===== src/rtl/rtx_fifo.sv =====
`timescale 1ns/1ps
module rtx_fifo #(
  parameter int DW    = 8,
  parameter int DEPTH = 16,
  localparam int AW   = $clog2(DEPTH)
) (
  input  logic          clk,
  input  logic          mrst,
  input  logic          prst,
  input  logic          fwft_sel,
  input  logic          rt,
  input  logic          wr_en,
  input  logic [DW-1:0] wr_data,
  input  logic          rd_en,
  output logic [DW-1:0] rd_data,
  output logic          ef_or,
  output logic          ff_ir,
  output logic          half_full,
  output logic [AW:0]   count
);
  localparam logic [AW:0] CAP  = (AW+1)'(DEPTH);
  localparam logic [AW:0] HALF = (AW+1)'(DEPTH / 2);

  logic          fwft_q;
  logic          ov;
  logic [AW:0]   wptr, rptr, mcnt;
  logic [DW-1:0] mem [DEPTH];
  logic          full, has, do_wr, pop;

  assign mcnt  = wptr - rptr;
  assign full  = (mcnt == CAP);
  assign has   = (mcnt != '0);
  assign do_wr = wr_en & ~full;
  assign pop   = ~rt & has & (fwft_q ? (~ov | rd_en) : rd_en);

  always_ff @(posedge clk)
    if (!mrst && !prst && do_wr) mem[wptr[AW-1:0]] <= wr_data;

  always_ff @(posedge clk) begin
    if (mrst || prst) begin
      if (mrst) fwft_q <= fwft_sel;
      wptr    <= '0;
      rptr    <= '0;
      ov      <= 1'b0;
      rd_data <= '0;
    end else begin
      if (do_wr) wptr <= wptr + 1'b1;
      if (rt) begin
        rptr <= '0;
        ov   <= 1'b0;
      end else if (pop) begin
        rptr    <= rptr + 1'b1;
        rd_data <= mem[rptr[AW-1:0]];
        ov      <= fwft_q;
      end else if (rd_en && ov) begin
        ov <= 1'b0;
      end
    end
  end

  assign count     = mcnt + (AW+1)'(ov);
  assign ef_or     = ~rt & (fwft_q ? ov : has);
  assign ff_ir     = ~full;
  assign half_full = (count > HALF);
endmodule


===== config.mk =====
export PLATFORM = sky130hd
export DESIGN_NAME = rtx_fifo
export DESIGN_NICKNAME = d
export VERILOG_FILES = /design/src/rtl/rtx_fifo.sv
export SDC_FILE = /design/constraint.sdc
export NUM_CORES = 1
export LEC_CHECK = 0
export CAP_MARGIN = 20
export CORE_MARGIN = 2
export CORE_UTILIZATION = 64
export DETAILED_ROUTE_END_ITERATION = 8
export PLACE_DENSITY = 0.83
export REMOVE_ABC_BUFFERS = 1
export SYNTH_ARGS = -nofsm -noshare
export SYNTH_HDL_FRONTEND = slang
export SYNTH_SLANG_ARGS = --single-unit

===== constraint.sdc =====
create_clock -name clk -period 9.7 [get_ports clk]
set_input_delay 1.94 -clock clk [delete_from_list [all_inputs] [get_ports clk]]
set_output_delay 1.94 -clock clk [all_outputs]
set_load 0.05 [all_outputs]

== Word level (Yosys, flattened, before mapping) ==
Memory sizes are Yosys's and may differ from the RTL's. A register that Yosys moved wholly into a read port is not among the register bits.
Cells that the tools add are included.

* Memories: 1
* Output and inout port bits: 16
* Flip-flop bits (word level): 12
* Memory bits (writable): 128
* Word-level logic and storage cells: 36
* Input port bits: 15

* $add $sub $neg: 4
* Multiplexer cells: 6
* Bitwise gates (word level): 8
* Reduce and logical (&&, ||, !) cells: 11
* Magnitude comparators: 1
* Equal/unequal tests: 1

{| class="wikitable"
|+ Memory list
! name !! depth !! bits a word !! rd ports !! clocked after Yosys merged registers in !! wr ports !! RTL line !! RTL
|-
| mem || 16 || 8 || 1 || 1 || 1 || 27 || <nowiki>logic [DW-1:0] mem [DEPTH];</nowiki>
|}

{| class="wikitable"
|+ Operators with widths
! cell !! number
|-
| $add 5x1->5 const B || 2
|-
| $mux 1 || 6
|-
| $add 5x1->5 || 1
|-
| $eq 5x5->1 const B || 1
|-
| $gt 5x4->1 const B || 1
|-
| $reduce_bool 5->1 || 1
|-
| $sub 5x5->5 || 1
|-
| $and 1x1->1 || 4
|-
| $reduce_and 2->1 || 2
|-
| $logic_and 1x1->1 || 3
|-
| $not 1->1 || 3
|-
| $logic_not 1->1 || 2
|-
| $reduce_bool 2->1 || 1
|-
| $reduce_or 2->1 || 1
|-
| $logic_or 1x1->1 || 1
|-
| $or 1x1->1 || 1
|}

== Depth between registers and ports, before layout ==
Gate-level depths: netlist of the first run.

* Depth in word-level cells: 7
* Depth in mapped cells: 11
* Depth with buffers taken out: 9

== Worst setup path after synthesis of the first run ==
No wires, ideal clock.

* Path type: register -> output
* Start: register rptr[2]
* End: output port half_full
* Slack: 4.536 ns
* Arrival time: 3.224 ns
* Buffers on the path: 1
* Stages on the path, launching flop included: 9
* Data required time: 7.760 ns
* Path through: dfxtp_1 > clkbuf_1 > inv_1 > ha_1 > and3b_4 > or3_4 > and2_1 > xnor2_1 > a21o_1

* Cells in the longest elaborated chain, start to end: 3

{| class="wikitable"
|+ Ends and longest elaborated chain
! item !! RTL line !! RTL
|-
| start: declaration || 26 || <nowiki>logic [AW:0] wptr, rptr, mcnt;</nowiki>
|-
| start signal: assignment || 52 || <nowiki>rptr <= rptr + 1'b1;</nowiki>
|-
| $sub 5x5->5 || 30 || <nowiki>assign mcnt = wptr - rptr;</nowiki>
|-
| $add 5x1->5 || 61 || <nowiki>assign count = mcnt + (AW+1)'(ov);</nowiki>
|-
| via count[3] || 19 || <nowiki>output logic [AW:0] count</nowiki>
|-
| $gt 5x4->1 || 64 || <nowiki>assign half_full = (count > HALF);</nowiki>
|-
| end: declaration || 18 || <nowiki>output logic half_full,</nowiki>
|}

The timed path passes the listed nets, and every way through them passes these cells.

== Worst setup path in the final report of the first run ==
* Start: register rptr[1]
* End: output port ef_or

* Cells in the longest elaborated chain, start to end: 4

{| class="wikitable"
|+ Ends and longest elaborated chain
! item !! RTL line !! RTL
|-
| $sub 5x5->5 || 30 ||
|-
| $reduce_bool 5->1 || 32 || <nowiki>assign has = (mcnt != '0);</nowiki>
|-
| $mux 1 || 62 || <nowiki>assign ef_or = ~rt & (fwft_q ? ov : has);</nowiki>
|-
| $and 1x1->1 || 62 ||
|-
| end: declaration || 16 || <nowiki>output logic ef_or,</nowiki>
|}

No other way between the ends.

==> metrics.csv, run 1 <==
stage;metric;value;unit
critical_path;capturing_element_type_of_the_critical_path;output port;
cts;cts_made_buffers;17;
finish;drive_above_1_share;0.181;
routing;drt_iter0_markers;313;
critical_path;critical_path.slowest_cell;sky130_fd_sc_hd__dfxtp_1;
pwr;cellLeakagePower;2.32;nW
flow_run;maxCapViolations;0;
critical_path;cp_max_fo;22;
yosys;synthTopCellsByArea;sky130_fd_sc_hd__edfxtp_1 (63%), sky130_fd_sc_hd__mux4_2 (12%), sky130_fd_sc_hd__dfxtp_1 (6.2%);
cts;worst_setup_hold_path_clk_slew;70;ps
timing;finalWorstSetupSlack;3420;ps
critical_path;path_cells;inv_1, fa_1, or3b_1, nor4_1, o22ai_1, nor2_1, nor3_1, clkdlybuf4s50_1;
place;pre_cts_ws;4070;ps
routing;post-route-drc-count;0;
critical_path;flop_to_flop_setup_slack;5700;ps
timing;timing.setup.tns;0;ps
finish;post_layout_instance_count_excluding_filler_cells;544;
place;place.detailed.hpwl;7950;um
routing;drt-wirelength-per-cell;24.4;um
yosys;yosys_warnings;0;
floorplanning;die-area;0.0104;mm^2
grt;grt_pass1_wl;20400;um
yosys;synth_flop_type;sky130_fd_sc_hd__edfxtp_1;
cts;cts_root_buf;sky130_fd_sc_hd__clkbuf_8;
floorplanning;chipHeight;102;um
finish;num_antenna_cells;0;
yosys;synth_top_cell_area_share;0.631;
critical_path;cpPeakStageDelay;1040;ps
yosys;cells_after_synthesis;366;
pwr;cellPowerDensity;190;mW/mm^2
finish;fin_nets;429;
critical_path;startpoint;rptr[1];
pwr;ir_drop_worst_vdd;0.129;mV
yosys;yosysUniqueCellTypes;44;
yosys;area_leader_netlist;sky130_fd_sc_hd__edfxtp_1;
routing;num_vias;3538;
yosys;synth-async-reset-ratio;0;
place;place_area;0.00655;mm^2
critical_path;required;7760;ps
timing;final-max-slew-violation-count;0;
grt;grt_max_degree;37;
critical_path;worst_path_dominant_cell_family;flip-flops;
floorplanning;design.portCount;31;
yosys;synth_seq_cells;148;
cts;htree_levels;4;
min_path;worst_hold_path.endpoint;rd_data[1];
critical_path;cp-start-kind;flop;
yosys;synth-edff-count;129;
min_path;min_from;rd_data[1];
place;place_inst;512;
timing;fmaxAchievable;159;MHz
cts;cts-hold-fix-buffers;0;
timing;final_period_minus_worst_setup_slack;6280;ps
critical_path;r2r_endpoint;mem[7][1];
yosys;mappedNetlistArea;0.00614;mm^2
cts;postCtsResizedCells;0;
grt;globalRouteOverflowTotal;0;
critical_path;critical_path_class;reg2out;
finish;area.growth.synth_to_final;15.5;%
routing;postRouteWirelength;13300;um
grt;grt_usage;0.280;
timing;min_period_over_period;0.647;
floorplanning;floorplan.die.width;102;um
min_path;timing.hold.worst_path_depth;2;
routing;detailed_route_vias_per_instance;6.50;
yosys;sequential_fraction_of_the_synthesis_area;0.693;
place;place_congestion;0.859;
floorplanning;placementRows;35;
grt;antenna_found_initial;0;
cts;clkLatencyLatePin;520;ps
finish;final_cell_area_excluding_filler_cells;0.00709;mm^2
floorplanning;initial_utilization;0.661;
critical_path;arrival;4340;ps
place;place.port_buffers;30;
timing;timing.final.setup_violations;0;
floorplanning;fp.coreArea;0.00928;mm^2
yosys;syn-mean-instance-area;16.8;um^2
timing;worst_max_slew_pin_slew;1080;ps
cts;postCtsSetupRepairBufs;0;
timing;skew;9.82;ps
routing;drt.antenna.violating_nets;0;
critical_path;worst-path-buf-inv;2;
timing;grt_setup_unrepaired;false;
outcome;outcome;completed;
cts;tritoncts_clock_tree;done;
min_path;hold_path_class;reg2reg;
cts;cts.sinks;148;
critical_path;worstRegToRegCells;7;
critical_path;reg2reg_from;rptr[2];
timing;slew_headroom;0.276;
timing;finalHoldViolCount;0;
grt;grt_pass1_vias;3494;
cts;cts_max_path_buffers;2;
routing;drtPass1Iterations;7;
==> worst min-delay path: stages (launching register included) <==
cell                      delay, ps
sky130_fd_sc_hd__dfxtp_1        310
sky130_fd_sc_hd__o21ai_0         60
sky130_fd_sc_hd__a21oi_1         70
==> logic make-up after synthesis <==
kind of cell | share of synthesized area
muxes | 0.122
adders and majority gates | 0.0257
and+or+nand+nor | 0.0764
buffers and inverters | 0.0198
DFF | 0.693
xor gates and xnor gates | 0.00856
AOI/OAI and AO/OA | 0.0544
==> power breakdown <==
group	internal [mW]	switching [mW]	total (mW)
clock network	0.323	0.276	0.599
registers	0.694	0.00158	0.696
logic	0.0172	0.0334	0.0506
total	1.03	0.311	1.35
==> flip-flops by register name (all words and copies together) (netlist names) <==
register  count
mem         128
rd_data       8
rptr          5
wptr          5
fwft_q        1
ov            1
==> synthesized netlist by cell type, types with 8 or more instances <==
cell type                  count
sky130_fd_sc_hd__nor2_1       14
sky130_fd_sc_hd__dfxtp_1      19
sky130_fd_sc_hd__and3_1       15
sky130_fd_sc_hd__inv_1         9
sky130_fd_sc_hd__ha_1         11
sky130_fd_sc_hd__edfxtp_1    129
sky130_fd_sc_hd__mux4_2       32
sky130_fd_sc_hd__or4_1         8
sky130_fd_sc_hd__clkbuf_1      9
sky130_fd_sc_hd__a21oi_1      16
sky130_fd_sc_hd__nand2_1      16
sky130_fd_sc_hd__o22ai_1      15
sky130_fd_sc_hd__o21ai_0      11
==> layout make-up <==
cell class	instances	area, um^2
flip-flops and latches	148	4260
fillers	532	2190
multi-input cells	192	1770
clock buffers	18	418
repair buffers	34	330
well taps	129	161
clock inverters	14	121
inverters	9	33.8
==> routing by layer <==
metal / share of wire / up-vias / GRT usage
met1: 0.40 / 1789 / 0.389
met4: 0.021 / 0 / 0.103
met2: 0.51 / 171 / 0.452
li1: - / 1550 / -
met5: 0 / - / 0
met3: 0.067 / 28 / 0.0513
==> cell usage in the layout (no fill, tap or decap), types with 5 or more instances in the layout <==
cell / count
sky130_fd_sc_hd__a21oi_1: 16
sky130_fd_sc_hd__and3_1: 15
sky130_fd_sc_hd__clkbuf_16: 16
sky130_fd_sc_hd__clkdlybuf4s50_1: 30
sky130_fd_sc_hd__dfxtp_1: 18
sky130_fd_sc_hd__edfxtp_1: 129
sky130_fd_sc_hd__ha_1: 11
sky130_fd_sc_hd__inv_1: 9
sky130_fd_sc_hd__inv_6: 5
sky130_fd_sc_hd__mux4_2: 32
sky130_fd_sc_hd__nand2_1: 16
sky130_fd_sc_hd__nand3_1: 6
sky130_fd_sc_hd__nor2_1: 14
sky130_fd_sc_hd__o21ai_0: 11
sky130_fd_sc_hd__o22ai_1: 15
sky130_fd_sc_hd__or3_1: 6
sky130_fd_sc_hd__or4_1: 8
==> stage by stage <==
| stage | utilization | hold slack (ps) | total power, mW |
|---|---|---|---|
| after floorplan | - | 470 | 0.734 |
| after global placement | 0.706 | 462 | 0.756 |
| after detailed placement | 0.706 | 483 | 0.759 |
| after CTS | 0.764 | 491 | 1.35 |
| after global routing | 0.764 | 507 | 1.37 |
| final | 0.764 | 489 | 1.35 |
==> worst max path at each step <==
stage,depth (start not counted),endpoint
2_1_floorplan,8,ef_or
3_3_place_gp,8,ef_or
3_5_place_dp,8,ef_or
4_1_cts,8,ef_or
5_1_grt,8,ef_or
6_report,8,ef_or
No activity file was read; power rests on OpenSTA's default activity.
==> run 2, diff against run 1 <==
- CORE_UTILIZATION: 64 -> 59
- PLACE_DENSITY: 0.83 -> 0.77
- clock period: 9.7 -> 6.6 ns (I/O delays scaled with it)
==> metrics.csv, run 2 (synthesis results as in run 1) <==
stage;metric;value;unit
critical_path;critical_path_class;reg2out;
pwr;cellInternalPower;1.69;mW
timing;fmaxAchievable;202;MHz
grt;grt_max_degree;36;
min_path;hold_path_class;reg2reg;
grt;grt_pass1_wl;19700;um
min_path;timing.hold.worst_path_depth;2;
routing;postRouteWirelength;12600;um
timing;final-max-slew-violation-count;0;
place;pre_cts_ws;2190;ps
floorplanning;initial_utilization;0.600;
routing;drt.antenna.violating_nets;0;
timing;final_period_minus_worst_setup_slack;4950;ps
grt;globalRouteOverflowTotal;0;
cts;worst_setup_hold_path_clk_slew;60;ps
cts;cts_root_buf;sky130_fd_sc_hd__clkbuf_8;
finish;multiInputGateArea;0.00176;mm^2
pwr;cellLeakagePower;2.38;nW
cts;clkLatencyLatePin;530;ps
routing;drt-wirelength-per-cell;22.7;um
finish;num_antenna_cells;0;
finish;final_cell_mix;sky130_fd_sc_hd__edfxtp_1 (129), sky130_fd_sc_hd__mux4_2 (32), sky130_fd_sc_hd__clkdlybuf4s50_1 (30);
pwr;pwr-share-comb;0.035;
floorplanning;design.portCount;31;
finish;post_layout_instance_count_excluding_filler_cells;554;
cts;cts-hold-fix-buffers;0;
critical_path;arrival;3630;ps
critical_path;worstRegToRegCells;8;
floorplanning;fp.coreArea;0.0102;mm^2
critical_path;required;5280;ps
cts;cts_max_path_buffers;2;
routing;detailed_route_vias_per_instance;6.26;
timing;finalWorstSetupSlack;1650;ps
floorplanning;die-area;0.0112;mm^2
grt;grt_pass1_vias;3590;
timing;worst_max_slew_pin_slew;941;ps
floorplanning;floorplan.die.width;106;um
finish;largest_register_ffs;128;
finish;fin_util;0.703;
pwr;p_sw_frac;0.193;
finish;fin_nets;432;
finish;sequential_cell_area;0.00426;mm^2
timing;finalHoldViolCount;0;
critical_path;flop_to_flop_setup_slack;3150;ps
grt;antenna_found_initial;0;
pwr;pwr-share-clk;0.476;
min_path;worst_hold_path.endpoint;rd_data[1];
timing;min_period_over_period;0.749;
finish;fill_cells;652;
pwr;cellPowerDensity;291;mW/mm^2
outcome;outcome;completed;
floorplanning;placementRows;37;
routing;drt_iter0_markers;372;
flow_run;maxCapViolations;0;
place;place.detailed.hpwl;7710;um
finish;area.growth.synth_to_final;17.1;%
routing;drtPass1Iterations;4;
floorplanning;chipHeight;106;um
cts;cts.sinks;148;
pwr;p_switching;0.404;mW
place;place.port_buffers;30;
critical_path;cp-start-kind;flop;
timing;slew_headroom;0.371;
critical_path;reg2reg_from;rptr[2];
critical_path;startpoint;rptr[1];
place;place_inst;522;
min_path;min_from;rd_data[1];
cts;postCtsResizedCells;0;
cts;postCtsSetupRepairBufs;0;
timing;skew;6.48;ps
critical_path;cp_max_fo;22;
pwr;register_share_of_total_power;0.489;
finish;mostFrequentLayoutCell;sky130_fd_sc_hd__edfxtp_1;
place;place_congestion;0.886;
routing;post-route-drc-count;0;
critical_path;capturing_element_type_of_the_critical_path;output port;
cts;tritoncts_clock_tree;done;
timing;grt_setup_unrepaired;false;
cts;cts_made_buffers;17;
cts;htree_levels;4;
timing;timing.setup.tns;0;ps
finish;drive_above_1_share;0.179;
grt;grt_usage;0.247;
timing;timing.final.setup_violations;0;
pwr;ir_drop_worst_vdd;0.238;mV
critical_path;r2r_endpoint;mem[7][3];
routing;num_vias;3469;
run 2: changes by cell type in the layout (fill, tap and decap cells not counted), sizes merged:
cell / before / now
clkinvlp: 2 / 0
bufinv: 0 / 4
clkbuf: 18 / 22
buf: 4 / 7
inv: 16 / 9
clkinv: 5 / 6
run 2: power groups by stage:
stage	combinational (mW)	clock, mW	sequential [mW]
6_report	0.0738	0.995	1.02
5_1_grt	0.0794	1.04	1.02
4_1_cts	0.0734	1.00	1.02
3_5_place_dp	0.0727	0	1.04
3_3_place_gp	0.0704	0	1.04
2_1_floorplan	0.0335	0	1.05
run 2: worst max path at each step:
stage,to,slack (ps)
final,ef_or,1650
after global routing,ef_or,1350
after CTS,ef_or,1630
after detailed placement,ef_or,2190
after global placement,ef_or,2240
after floorplan,ef_or,1160
run 2: final cells by class:
cell class | count | area share
sequential | 148 | 0.592
multi-input combinational | 192 | 0.245
clock buffer | 22 | 0.0644
timing repair buffer | 37 | 0.0491
tap | 136 | 0.0237
clock inverter | 10 | 0.0212
inverter | 9 | 0.00470
run 2: critical path: stages (launching register included):
cell and delay (ps):
sky130_fd_sc_hd__dfxtp_1 310, sky130_fd_sc_hd__buf_4 290, sky130_fd_sc_hd__inv_1 150, sky130_fd_sc_hd__fa_1 480, sky130_fd_sc_hd__xnor2_1 210, sky130_fd_sc_hd__o2111a_1 180
sky130_fd_sc_hd__o22ai_1 380, sky130_fd_sc_hd__nor2_1 80, sky130_fd_sc_hd__nor3_1 190, sky130_fd_sc_hd__clkdlybuf4s50_1 830
run 2: metrics by stage:
| stage | area (um^2) | power (mW) | hold slack [ps] |
|---|---|---|---|
| floorplan | 6050 | 1.08 | 470 |
| detailed placement | 6580 | 1.11 | 466 |
| global placement | 6580 | 1.11 | 469 |
| finish | 7190 | 2.09 | 474 |
| global route | 7190 | 2.15 | 506 |
| CTS | 7190 | 2.10 | 475 |
run 2: per-layer routing:
layer,vias to the layer above,track usage,share of wire
li1,1554,-,-
met5,-,0,0
met4,0,0.135,0.032
met1,1751,0.313,0.40
met2,138,0.398,0.51
met3,26,0.0595,0.060
